### config.mk
export PLATFORM = sky130hd
export DESIGN_NAME = tp10_supervisor
export DESIGN_NICKNAME = d
export VERILOG_FILES = /design/src/rtl/tp10_pkg.sv /design/src/rtl/tp10_link_monitor.sv /design/src/rtl/tp10_heartbeat.sv /design/src/rtl/tp10_jabber_guard.sv /design/src/rtl/tp10_supervisor.sv
export SDC_FILE = /design/constraint.sdc
export NUM_CORES = 1
export LEC_CHECK = 0
export CAP_MARGIN = 20
export CORE_ASPECT_RATIO = 0.5
export CORE_UTILIZATION = 25
export CTS_BUF_LIST = sky130_fd_sc_hd__clkbuf_8
export DETAILED_ROUTE_END_ITERATION = 10
export HOLD_SLACK_MARGIN = 0.06
export PLACE_DENSITY_LB_ADDON = 0.3
export SKIP_CTS_REPAIR_TIMING = 1
export SYNTH_ARGS = -nofsm -noshare
export SYNTH_HDL_FRONTEND = slang
export SYNTH_SLANG_ARGS = --single-unit
### constraint.sdc
create_clock -name clk -period 3.9 [get_ports clk]
set_clock_uncertainty 0.1 [all_clocks]
set_input_delay 0.975 -clock clk [delete_from_list [all_inputs] [get_ports clk]]
set_output_delay 0.975 -clock clk [all_outputs]
set_load 0.02 [all_outputs]
### src/rtl/tp10_pkg.sv
package tp10_pkg;
  typedef enum logic [1:0] {
    HB_IDLE  = 2'd0,
    HB_WAIT  = 2'd1,
    HB_PULSE = 2'd2
  } hb_state_e;

  function automatic int cnt_bits(input int n);
    return (n < 2) ? 1 : $clog2(n);
  endfunction

  function automatic int max2(input int a, input int b);
    return (a > b) ? a : b;
  endfunction
endpackage

### src/rtl/tp10_link_monitor.sv
module tp10_link_monitor #(
  parameter int TIMEOUT_TICKS = 1_000_000
) (
  input  logic clk,
  input  logic rst_n,
  input  logic bit_tick,
  input  logic link_pulse,
  input  logic rx_activity,
  input  logic integrity_off,
  input  logic autoneg_on,
  output logic link_up,
  output logic an_restart
);
  localparam int W = tp10_pkg::cnt_bits(TIMEOUT_TICKS);
  localparam logic [W-1:0] LAST = W'(TIMEOUT_TICKS - 1);

  logic [W-1:0] silence_q;
  logic         link_q;
  logic         an_q;
  logic         heard;

  assign heard = link_pulse | rx_activity;

  always_ff @(posedge clk or negedge rst_n) begin
    if (!rst_n) begin
      silence_q <= '0;
      link_q    <= 1'b0;
      an_q      <= 1'b0;
    end else begin
      an_q <= 1'b0;
      if (heard) begin
        link_q    <= 1'b1;
        silence_q <= '0;
      end else if (integrity_off) begin
        silence_q <= '0;
      end else if (bit_tick && link_q) begin
        if (silence_q == LAST) begin
          link_q    <= 1'b0;
          silence_q <= '0;
          an_q      <= autoneg_on;
        end else begin
          silence_q <= silence_q + W'(1);
        end
      end
    end
  end

  assign link_up    = link_q;
  assign an_restart = an_q;
endmodule

### src/rtl/tp10_heartbeat.sv
module tp10_heartbeat #(
  parameter int DELAY_TICKS = 6,
  parameter int WIDTH_TICKS = 10
) (
  input  logic clk,
  input  logic rst_n,
  input  logic bit_tick,
  input  logic tx_en,
  input  logic sqe_on,
  output logic col
);
  import tp10_pkg::*;

  localparam int W = cnt_bits(max2(DELAY_TICKS, WIDTH_TICKS));
  localparam logic [W-1:0] DLY_LAST = W'(DELAY_TICKS - 1);
  localparam logic [W-1:0] WID_LAST = W'(WIDTH_TICKS - 1);

  hb_state_e    state_q;
  logic [W-1:0] cnt_q;
  logic         tx_prev_q;
  logic         tx_rise;
  logic         tx_fall;

  assign tx_rise = tx_en & ~tx_prev_q;
  assign tx_fall = ~tx_en & tx_prev_q;

  always_ff @(posedge clk or negedge rst_n) begin
    if (!rst_n) begin
      state_q   <= HB_IDLE;
      cnt_q     <= '0;
      tx_prev_q <= 1'b0;
    end else begin
      tx_prev_q <= tx_en;
      if (!sqe_on || tx_rise) begin
        state_q <= HB_IDLE;
        cnt_q   <= '0;
      end else if (tx_fall) begin
        state_q <= HB_WAIT;
        cnt_q   <= '0;
      end else if (bit_tick) begin
        case (state_q)
          HB_WAIT: begin
            if (cnt_q == DLY_LAST) begin
              state_q <= HB_PULSE;
              cnt_q   <= '0;
            end else begin
              cnt_q <= cnt_q + W'(1);
            end
          end
          HB_PULSE: begin
            if (cnt_q == WID_LAST) begin
              state_q <= HB_IDLE;
              cnt_q   <= '0;
            end else begin
              cnt_q <= cnt_q + W'(1);
            end
          end
          default: cnt_q <= '0;
        endcase
      end
    end
  end

  assign col = (state_q == HB_PULSE);
endmodule

### src/rtl/tp10_jabber_guard.sv
module tp10_jabber_guard #(
  parameter int LIMIT_TICKS   = 200_000,
  parameter int RELEASE_TICKS = 5_000_000
) (
  input  logic clk,
  input  logic rst_n,
  input  logic bit_tick,
  input  logic tx_en,
  input  logic jabber_off,
  output logic jabbering
);
  localparam int W = tp10_pkg::cnt_bits(tp10_pkg::max2(LIMIT_TICKS, RELEASE_TICKS));
  localparam logic [W-1:0] LIM_LAST = W'(LIMIT_TICKS - 1);
  localparam logic [W-1:0] REL_LAST = W'(RELEASE_TICKS - 1);

  logic [W-1:0] cnt_q;
  logic         jab_q;

  always_ff @(posedge clk or negedge rst_n) begin
    if (!rst_n) begin
      cnt_q <= '0;
      jab_q <= 1'b0;
    end else if (jabber_off) begin
      cnt_q <= '0;
      jab_q <= 1'b0;
    end else if (jab_q) begin
      if (bit_tick) begin
        if (cnt_q == REL_LAST) begin
          jab_q <= 1'b0;
          cnt_q <= '0;
        end else begin
          cnt_q <= cnt_q + W'(1);
        end
      end
    end else if (tx_en) begin
      if (bit_tick) begin
        if (cnt_q == LIM_LAST) begin
          jab_q <= 1'b1;
          cnt_q <= '0;
        end else begin
          cnt_q <= cnt_q + W'(1);
        end
      end
    end else begin
      cnt_q <= '0;
    end
  end

  assign jabbering = jab_q;
endmodule

### src/rtl/tp10_supervisor.sv
module tp10_supervisor #(
  parameter int LINK_TIMEOUT_TICKS = 1_000_000,
  parameter int JABBER_LIMIT_TICKS = 200_000,
  parameter int UNJABBER_TICKS     = 5_000_000,
  parameter int SQE_DELAY_TICKS    = 6,
  parameter int SQE_WIDTH_TICKS    = 10
) (
  input  logic clk,
  input  logic rst_n,
  input  logic bit_tick,
  input  logic link_pulse,
  input  logic rx_activity,
  input  logic tx_en,
  input  logic cfg_integrity_off,
  input  logic cfg_sqe_on,
  input  logic cfg_jabber_off,
  input  logic cfg_autoneg_on,
  output logic link_up,
  output logic an_restart,
  output logic col,
  output logic tx_gate,
  output logic lb_gate,
  output logic jabber_flag
);
  logic jab;
  logic link_ok;

  tp10_link_monitor #(.TIMEOUT_TICKS(LINK_TIMEOUT_TICKS)) u_link (
    .clk          (clk),
    .rst_n        (rst_n),
    .bit_tick     (bit_tick),
    .link_pulse   (link_pulse),
    .rx_activity  (rx_activity),
    .integrity_off(cfg_integrity_off),
    .autoneg_on   (cfg_autoneg_on),
    .link_up      (link_ok),
    .an_restart   (an_restart)
  );

  tp10_heartbeat #(.DELAY_TICKS(SQE_DELAY_TICKS), .WIDTH_TICKS(SQE_WIDTH_TICKS)) u_hb (
    .clk     (clk),
    .rst_n   (rst_n),
    .bit_tick(bit_tick),
    .tx_en   (tx_en),
    .sqe_on  (cfg_sqe_on),
    .col     (col)
  );

  tp10_jabber_guard #(.LIMIT_TICKS(JABBER_LIMIT_TICKS), .RELEASE_TICKS(UNJABBER_TICKS)) u_jab (
    .clk       (clk),
    .rst_n     (rst_n),
    .bit_tick  (bit_tick),
    .tx_en     (tx_en),
    .jabber_off(cfg_jabber_off),
    .jabbering (jab)
  );

  assign link_up     = link_ok;
  assign jabber_flag = jab;
  assign tx_gate     = tx_en & ~jab & (link_ok | cfg_integrity_off);
  assign lb_gate     = tx_en & ~jab;
endmodule

# --- Word level (Yosys, flattened, before mapping) ---
# Cells that the tools add are included.
totals:
  output_inout_bits: 6
  elab_cells: 81
  register_bits: 53
  in_bits: 10
op_classes:
  addsub: 3
  n_reduce_logical: 11
  eq_ne: 12
  bitwise: 9
  mux: 38
ops:
  columns: ["cell", "n"]
  rows:
  - ["2-to-1 mux 23 bit", 7]
  - ["2-to-1 mux 20 bit", 4]
  - ["adder 23 x 1 -> 23 bit (second input constant)", 1]
  - ["== test 23 x 18 -> 1 bit (second input constant)", 1]
  - ["== test 23 bit (second input constant)", 1]
  - ["adder 20 x 1 -> 20 bit (second input constant)", 1]
  - ["== test 20 bit (second input constant)", 1]
  - ["2-to-1 mux 4 bit", 5]
  - ["2-to-1 mux 1 bit", 15]
  - ["2-to-1 mux 2 bit", 5]
  - ["inequality test 4 x 1 -> 1 bit (second input constant)", 2]
  - ["one-hot mux 4 bit (2 select lines)", 1]
  - ["nonzero test 3 bit", 2]
  - ["adder 4 x 1 -> 4 bit (second input constant)", 1]
  - ["bitwise AND 1 bit", 4]
  - ["== test 4 x 3 -> 1 bit (second input constant)", 1]
  - ["== test 4 bit (second input constant)", 1]
  - ["one-hot mux 2 bit (2 select lines)", 1]
  - ["AND reduction 4 bit", 1]
  - ["nonzero test 2 bit", 2]
  - ["nonzero test 4 bit", 1]
  - ["inequality test 3 x 2 -> 1 bit (second input constant)", 1]
  - ["inequality test 3 bit (second input constant)", 1]
  - ["NOT 1 bit", 3]
  - ["other kinds (9)", 10]

# --- Logic depth before layout (Yosys ltp) ---
# Gate-level depths: netlist of run 1.
logic_depth:
  word_depth: 6
  mapped_depth: 9

# --- Modules after synthesis ---
# Synthesis of run 1 repeated with hierarchy kept, for this count alone.
hier_totals:
  cells_unflattened: 341
  hier_area_um2: 3204.3
by_module_without_submodules:
  columns: ["module", "cells_per_inst", "n_inst", "seq_area_each_um2", "area_per_inst_um2"]
  rows:
  - ["tp10_jabber_guard", 150, 1, 600.6, 1415.1]
  - ["tp10_link_monitor", 141, 1, 550.5, 1283.7]
  - ["tp10_heartbeat", 48, 1, 175.2, 484.2]
  - ["tp10_supervisor", 2, 1, 0.0, 21.3]

# --- Worst setup path before layout of run 1 ---
# Ideal clock, no wire load.
synth_timing:
  path_kind: "input -> output"
  from: "in tx_en"
  to: "out tx_gate"
  setup_slack_ps: 1164
  arrival_time_ps: 1661
  n_path_buf: 0
  required_ps: 2825
  stages: 2
  path_cell_list: "nor2b_1 o21a_1"
synth_via:
  elab_chain_len: 2
synth_lines:
  columns: ["item", "line", "source"]
  rows:
  - ["start: declaration", "tp10_supervisor.sv:13", "input logic tx_en,"]
  - ["bitwise AND 1 bit (2 in a row)", "tp10_supervisor.sv:60", "assign tx_gate = tx_en & ~jab & (link_ok | cfg_integrity_off);"]
  - ["end: declaration", "tp10_supervisor.sv:21", "output logic tx_gate,"]
# No other way between the ends.

# --- Worst setup path after layout of run 1 ---
# Same ends and word-level chain as after synthesis.

==> results.yml, run 1 <==
outcome:
  status: "complete, no violations"
final_layout:
  fillCellCount: 1185
  layout_common_cells: "dfrtp_1, nor2_1, nand2_1, a31oi_1, nand3_1"
  multi_input_area_um2: 1546
  diodes: 0
  area_growth_pct: 13.20
  final_common_cell: "dfrtp_1"
  register_area_um2: 1326
  final_cells: 501
  drive_gt1_share_pct: 7.310
  nNetsFinal: 359
placement:
  gp_congestion: 0.7241
  dpl.hpwl_mm: 4.479
  place_ws_ps: 271.0
  place_inst: 495
  io_buffers: 15
drt:
  drc: 0
  vias: 2406
  viasPerCell: 4.802
  firstDrtPassIters: 4
  drtIter0Drc: 140
  drtAntennaViolNets: 0
  avgRoutedWirePerCell_um: 12.67
  wl_mm: 6.349
sta:
  finalSetupViolations: 0
  slew_violations: 0
  setup_slack_ps: 305.1
  setup-tns-final_ps: 0
  fin_crit_ps: 3595
  fin_crit_sh_pct: 92.18
  slew_headroom_pct: 48.52
  worst-slew-pin-transition_ps: 772.2
  rsz0062_at_grt: "no"
  hold_ws_ps: 413.5
  timing.fmax_mhz: 278.2
  hold_violations: 0
logic_synthesis:
  synth-seq-cells: 53
  syn-cell-area_um2: 2987
  synthFlopType: "dfrtp_1"
  async_flop_share_pct: 100.0
  seq_area_frac_synth_pct: 44.41
  synth.distinct_cells: 52
  syn_area_per_cell_um2: 9.133
  yosysWarnings: 0
  synthesis.nets: 343
  synthCells: 327
  synth_edf_count: 0
clock_network:
  clk_pin_slew_ps: 90
  clock-sinks: 53
  cts_buffer_depth: 2
  cts_htree_levels: 2
  clock_latency_ps: 310
  cts_tree: "yes"
  cts_buffers: 5
  cts-root-buf: "clkbuf_8"
setup_path:
  r2r_setup_slack_ps: 1390
  end_kind: "output port"
  critical_path_arrival_ps: 2520
  critPathKind: "input port to output port"
  cp_max_fo: 3
  startpoint_type: "input port"
  crit_required_ps: 2820
power_and_ir_drop:
  ir_drop_mv: 0.1329
  powerDensity_nw_per_um2: 269.9
  power_leakage_uw: 0.001322
die:
  die_area_um2: 12410
  coreArea_um2: 11320
  initial_core_util_pct: 26.39
  boundaryPins: 16
  rows: 27
  die_h_um: 79.29
  die_w_um: 156.6
global_routing:
  grt_pass1_wl_mm: 10.99
  grt.overflow.total: 0
  grt_max_degree: 42
  grt_usage_pct: 11.26
  antenna_found_initial: 0
  grt_pass1_vias: 2261
run:
  drv_cap: 0
hold_path:
  hp-class: "flop to flop"
==> worst paths after layout <==
path	start	end	cells after the start
hold reg to reg	u_jab.cnt_q[5]$_DFFE_PN0P_	u_jab.cnt_q[5]$_DFFE_PN0P_	1
hold / removal	u_jab.cnt_q[5]$_DFFE_PN0P_	u_jab.cnt_q[5]$_DFFE_PN0P_	1
min in group asynchronous	rst_n	u_jab.cnt_q[8]$_DFFE_PN0P_	1
setup reg to reg	u_jab.cnt_q[0]$_DFFE_PN0P_	u_jab.cnt_q[4]$_DFFE_PN0P_	8
max in group asynchronous	rst_n	u_jab.cnt_q[16]$_DFFE_PN0P_	2
setup / recovery	tx_en	tx_gate	4
==> cell usage after synthesis (all sizes together) (4+ instances only) <==
cell | count | area (um2)
nor2b | 6 | 37.54
or2b | 4 | 30.03
dfrtp | 53 | 1326
nor4 | 5 | 52.55
nand4 | 8 | 56.30
xnor2 | 12 | 105.1
nand3 | 21 | 110.1
a21oi | 14 | 70.07
nand2 | 33 | 123.9
xor2 | 5 | 43.79
o21ai | 18 | 93.84
inv | 9 | 33.78
a31oi | 21 | 131.4
ha | 6 | 75.07
o31ai | 4 | 30.03
and3 | 9 | 56.30
buf | 10 | 76.32
nor2 | 43 | 161.4
==> power by group <==
group          leakage [uW]  internal (uW)  switching [uW]  total (uW)
Clock             0.0000399            119             173         292
Combinational      0.000551           24.7            41.6        66.3
Sequential         0.000732            552            2.79         554
==> final cells by class <==
| cell class | instances | share of cell area [%] |
|---|---|---|
| multi-input combinational | 252 | 45.74 |
| sequential | 53 | 39.23 |
| timing repair buffer | 22 | 5.959 |
| tap | 159 | 5.885 |
| clock buffer | 5 | 2.036 |
| inverter | 9 | 0.9993 |
| clock inverter | 1 | 0.1480 |
==> kinds of logic after synthesis <==
logic type	after synthesis	share of synthesized area (%)
flip-flops	53	44.41
buffers and inverters	22	4.063
AO/OA/AOI/OAI	75	16.26
adder cells (fa/ha/maj)	7	2.849
AND/OR/NAND/NOR	152	27.06
multiplexers	1	0.3770
XOR/XNOR	17	4.985
==> sequential cells by signal, summed over array words and instances (netlist names) <==
signal	flops
u_jab.cnt_q	23
u_link.silence_q	20
u_hb.cnt_q	4
u_hb.state_q	2
u_hb.tx_prev_q	1
u_jab.jabbering	1
u_link.an_restart	1
u_link.link_up	1
==> worst max-delay path, stage by stage <==
cell             delay [ps]
clkdlybuf4s50_1         510
nor2b_1                 280
o21a_1                  160
clkdlybuf4s50_1         590
==> layer usage <==
layer / global-route usage [%] / vias to the layer above / part of all wire, %
met5: 0 / - / 0
met4: 3.529 / 0 / 1.5
met3: 2.838 / 9 / 3.2
met2: 18.48 / 29 / 47
met1: 14.55 / 1151 / 49
li1: - / 1217 / -
==> stage by stage <==
stage               total power, uW  util (%)  instance area, um2
finish                        912.4     29.87                3381
global route                  966.5     29.87                3381
global placement              632.9     29.12                3296
floorplan                     597.3         -                2987
detailed placement            634.1     29.22                3307
CTS                           934.3     29.87                3381
(Power assumes the default switching activity.)
==> run 2: changes to the inputs <==
--- a/config.mk
+++ b/config.mk
@@ -7,7 +7,7 @@
 export LEC_CHECK = 0
 export CAP_MARGIN = 20
 export CORE_ASPECT_RATIO = 0.5
-export CORE_UTILIZATION = 25
+export CORE_UTILIZATION = 55
 export CTS_BUF_LIST = sky130_fd_sc_hd__clkbuf_8
 export DETAILED_ROUTE_END_ITERATION = 10
 export HOLD_SLACK_MARGIN = 0.06
==> constraint.sdc (replaced) <==
create_clock -name clk -period 3.1 [get_ports clk]
set_clock_uncertainty 0.1 [all_clocks]
set_input_delay 0.775 -clock clk [delete_from_list [all_inputs] [get_ports clk]]
set_output_delay 0.775 -clock clk [all_outputs]
set_load 0.02 [all_outputs]
==> run 2 against run 1 <==
  * Sequential cell count did not move
  * Die area shrank 54%
  * Cell count decreased by 18%
  * Core utilization rose by 35 points
  * Total power is 36% higher
  * Global-route usage increased by 12 points
  * Critical endpoint is now lb_gate
==> results.yml, run 2 (same netlist as run 1, synthesis figures left out) <==
sta:
  rsz0062_at_grt: "no"
  finalSetupViolations: 0
  setup_slack_ps: 62.02
  timing.fmax_mhz: 329.2
  fin_crit_sh_pct: 98.00
  hold_violations: 0
  fin_crit_ps: 3038
  setup-tns-final_ps: 0
  hold_ws_ps: 426.4
  slew_headroom_pct: 27.28
  worst-slew-pin-transition_ps: 1087
  slew_violations: 0
clock_network:
  clock_latency_ps: 300
  cts_buffer_depth: 2
  cts_buffers: 5
  cts_htree_levels: 2
  clock-sinks: 53
  cts_tree: "yes"
  clk_pin_slew_ps: 90
  cts-root-buf: "clkbuf_8"
global_routing:
  grt_max_degree: 54
  grt.overflow.total: 0
  antenna_found_initial: 0
  grt_pass1_wl_mm: 10.12
  grt_usage_pct: 22.76
  grt_pass1_vias: 2304
hold_path:
  hp-start: "u_jab.cnt_q[13]$_DFFE_PN0P_"
  hp-class: "flop to flop"
outcome:
  status: "complete, no violations"
final_layout:
  nNetsFinal: 359
  largest_reg_flops: 23
  top_register: "u_jab.cnt_q"
  area_growth_pct: 10.85
  reg_top3: "u_jab.cnt_q x23, u_link.silence_q x20, u_hb.cnt_q x4"
  layout_common_cells: "dfrtp_1, nor2_1, nand2_1, a31oi_1, nand3_1"
  drive_gt1_share_pct: 7.580
  final_util_pct: 65.33
  diodes: 0
  final_cells: 413
  final_common_cell: "dfrtp_1"
placement:
  gp_congestion: 0.8003
  place_inst: 405
  dpl.hpwl_mm: 4.246
  place_ws_ps: 62.91
  io_buffers: 15
setup_path:
  critical_path_arrival_ps: 2160
  end_kind: "output port"
  cp_max_fo: 2
  startpoint: "tx_en"
  crit_required_ps: 2220
  timing.rr.start: "u_jab.cnt_q[0]$_DFFE_PN0P_"
  startpoint_type: "input port"
  critPathKind: "input port to output port"
power_and_ir_drop:
  power_leakage_uw: 0.001347
  powerDensity_nw_per_um2: 374.3
  ir_drop_mv: 0.1920
drt:
  drtAntennaViolNets: 0
  drtIter0Drc: 83
  viasPerCell: 5.998
  wl_mm: 6.069
  firstDrtPassIters: 4
  vias: 2477
  drc: 0
  avgRoutedWirePerCell_um: 14.69
die:
  die_h_um: 54.11
  die_w_um: 106.2
  boundaryPins: 16
  rows: 18
  die_area_um2: 5747
  initial_core_util_pct: 58.94
  coreArea_um2: 5067
run:
  drv_cap: 0
## run 2: changes by cell type in the layout (fill, tap and decap cells not counted)
cell	previous run	this run
dlymetal6s2s_1	0	1
buf_6	1	0
buf_12	0	1
clkdlybuf4s50_1	14	13
bufinv_16	0	1
## run 2: cell type report
type	instances	area, um2
fillers	434	1757
well taps	70	87.58
clock inverters	2	35.03
inverters	9	33.78
multi-input cells	252	1546
clock buffers	5	68.82
flip-flops and latches	53	1326
repair buffers	22	212.7
## run 2: final timing paths
check	slack, ps	cells after the start	endpoint
worst max register to register	640	8	u_jab.cnt_q[19]$_DFFE_PN0P_
worst min register to register	430	1	u_jab.cnt_q[13]$_DFFE_PN0P_
min in group asynchronous	470	2	u_link.silence_q[15]$_DFFE_PN0P_
worst max-delay path	60	4	lb_gate
max in group asynchronous	1970	2	u_jab.cnt_q[17]$_DFFE_PN0P_
worst min-delay path	430	1	u_jab.cnt_q[13]$_DFFE_PN0P_
## run 2: metal layers
metal  part of all wire, %  global-route usage (%)  up-vias
li1                      -                       -     1210
met1                    44                   26.17     1221
met2                    51                   43.94       40
met3                   3.6                   4.600        6
met4                   1.0                   7.639        0
met5                     0                       0        -
## run 2: power breakdown
part	total (uW)	switching [uW]	internal (uW)
combinational	82.6	50.7	31.8
clock	459	224	235
sequential	698	3.44	694
total	1240	278	961
## run 2: per-stage QoR
stage	total power [uW]	cell area [um2]
floorplan	751.4	2987
global placement	790.8	3197
detailed placement	794.3	3197
CTS	1250	3301
global route	1287	3311
finish	1239	3311
## run 2: critical path: stages
cell and delay (ps):
clkdlybuf4s50_1 470, nor2b_1 190, buf_4 140, clkdlybuf4s50_1 590
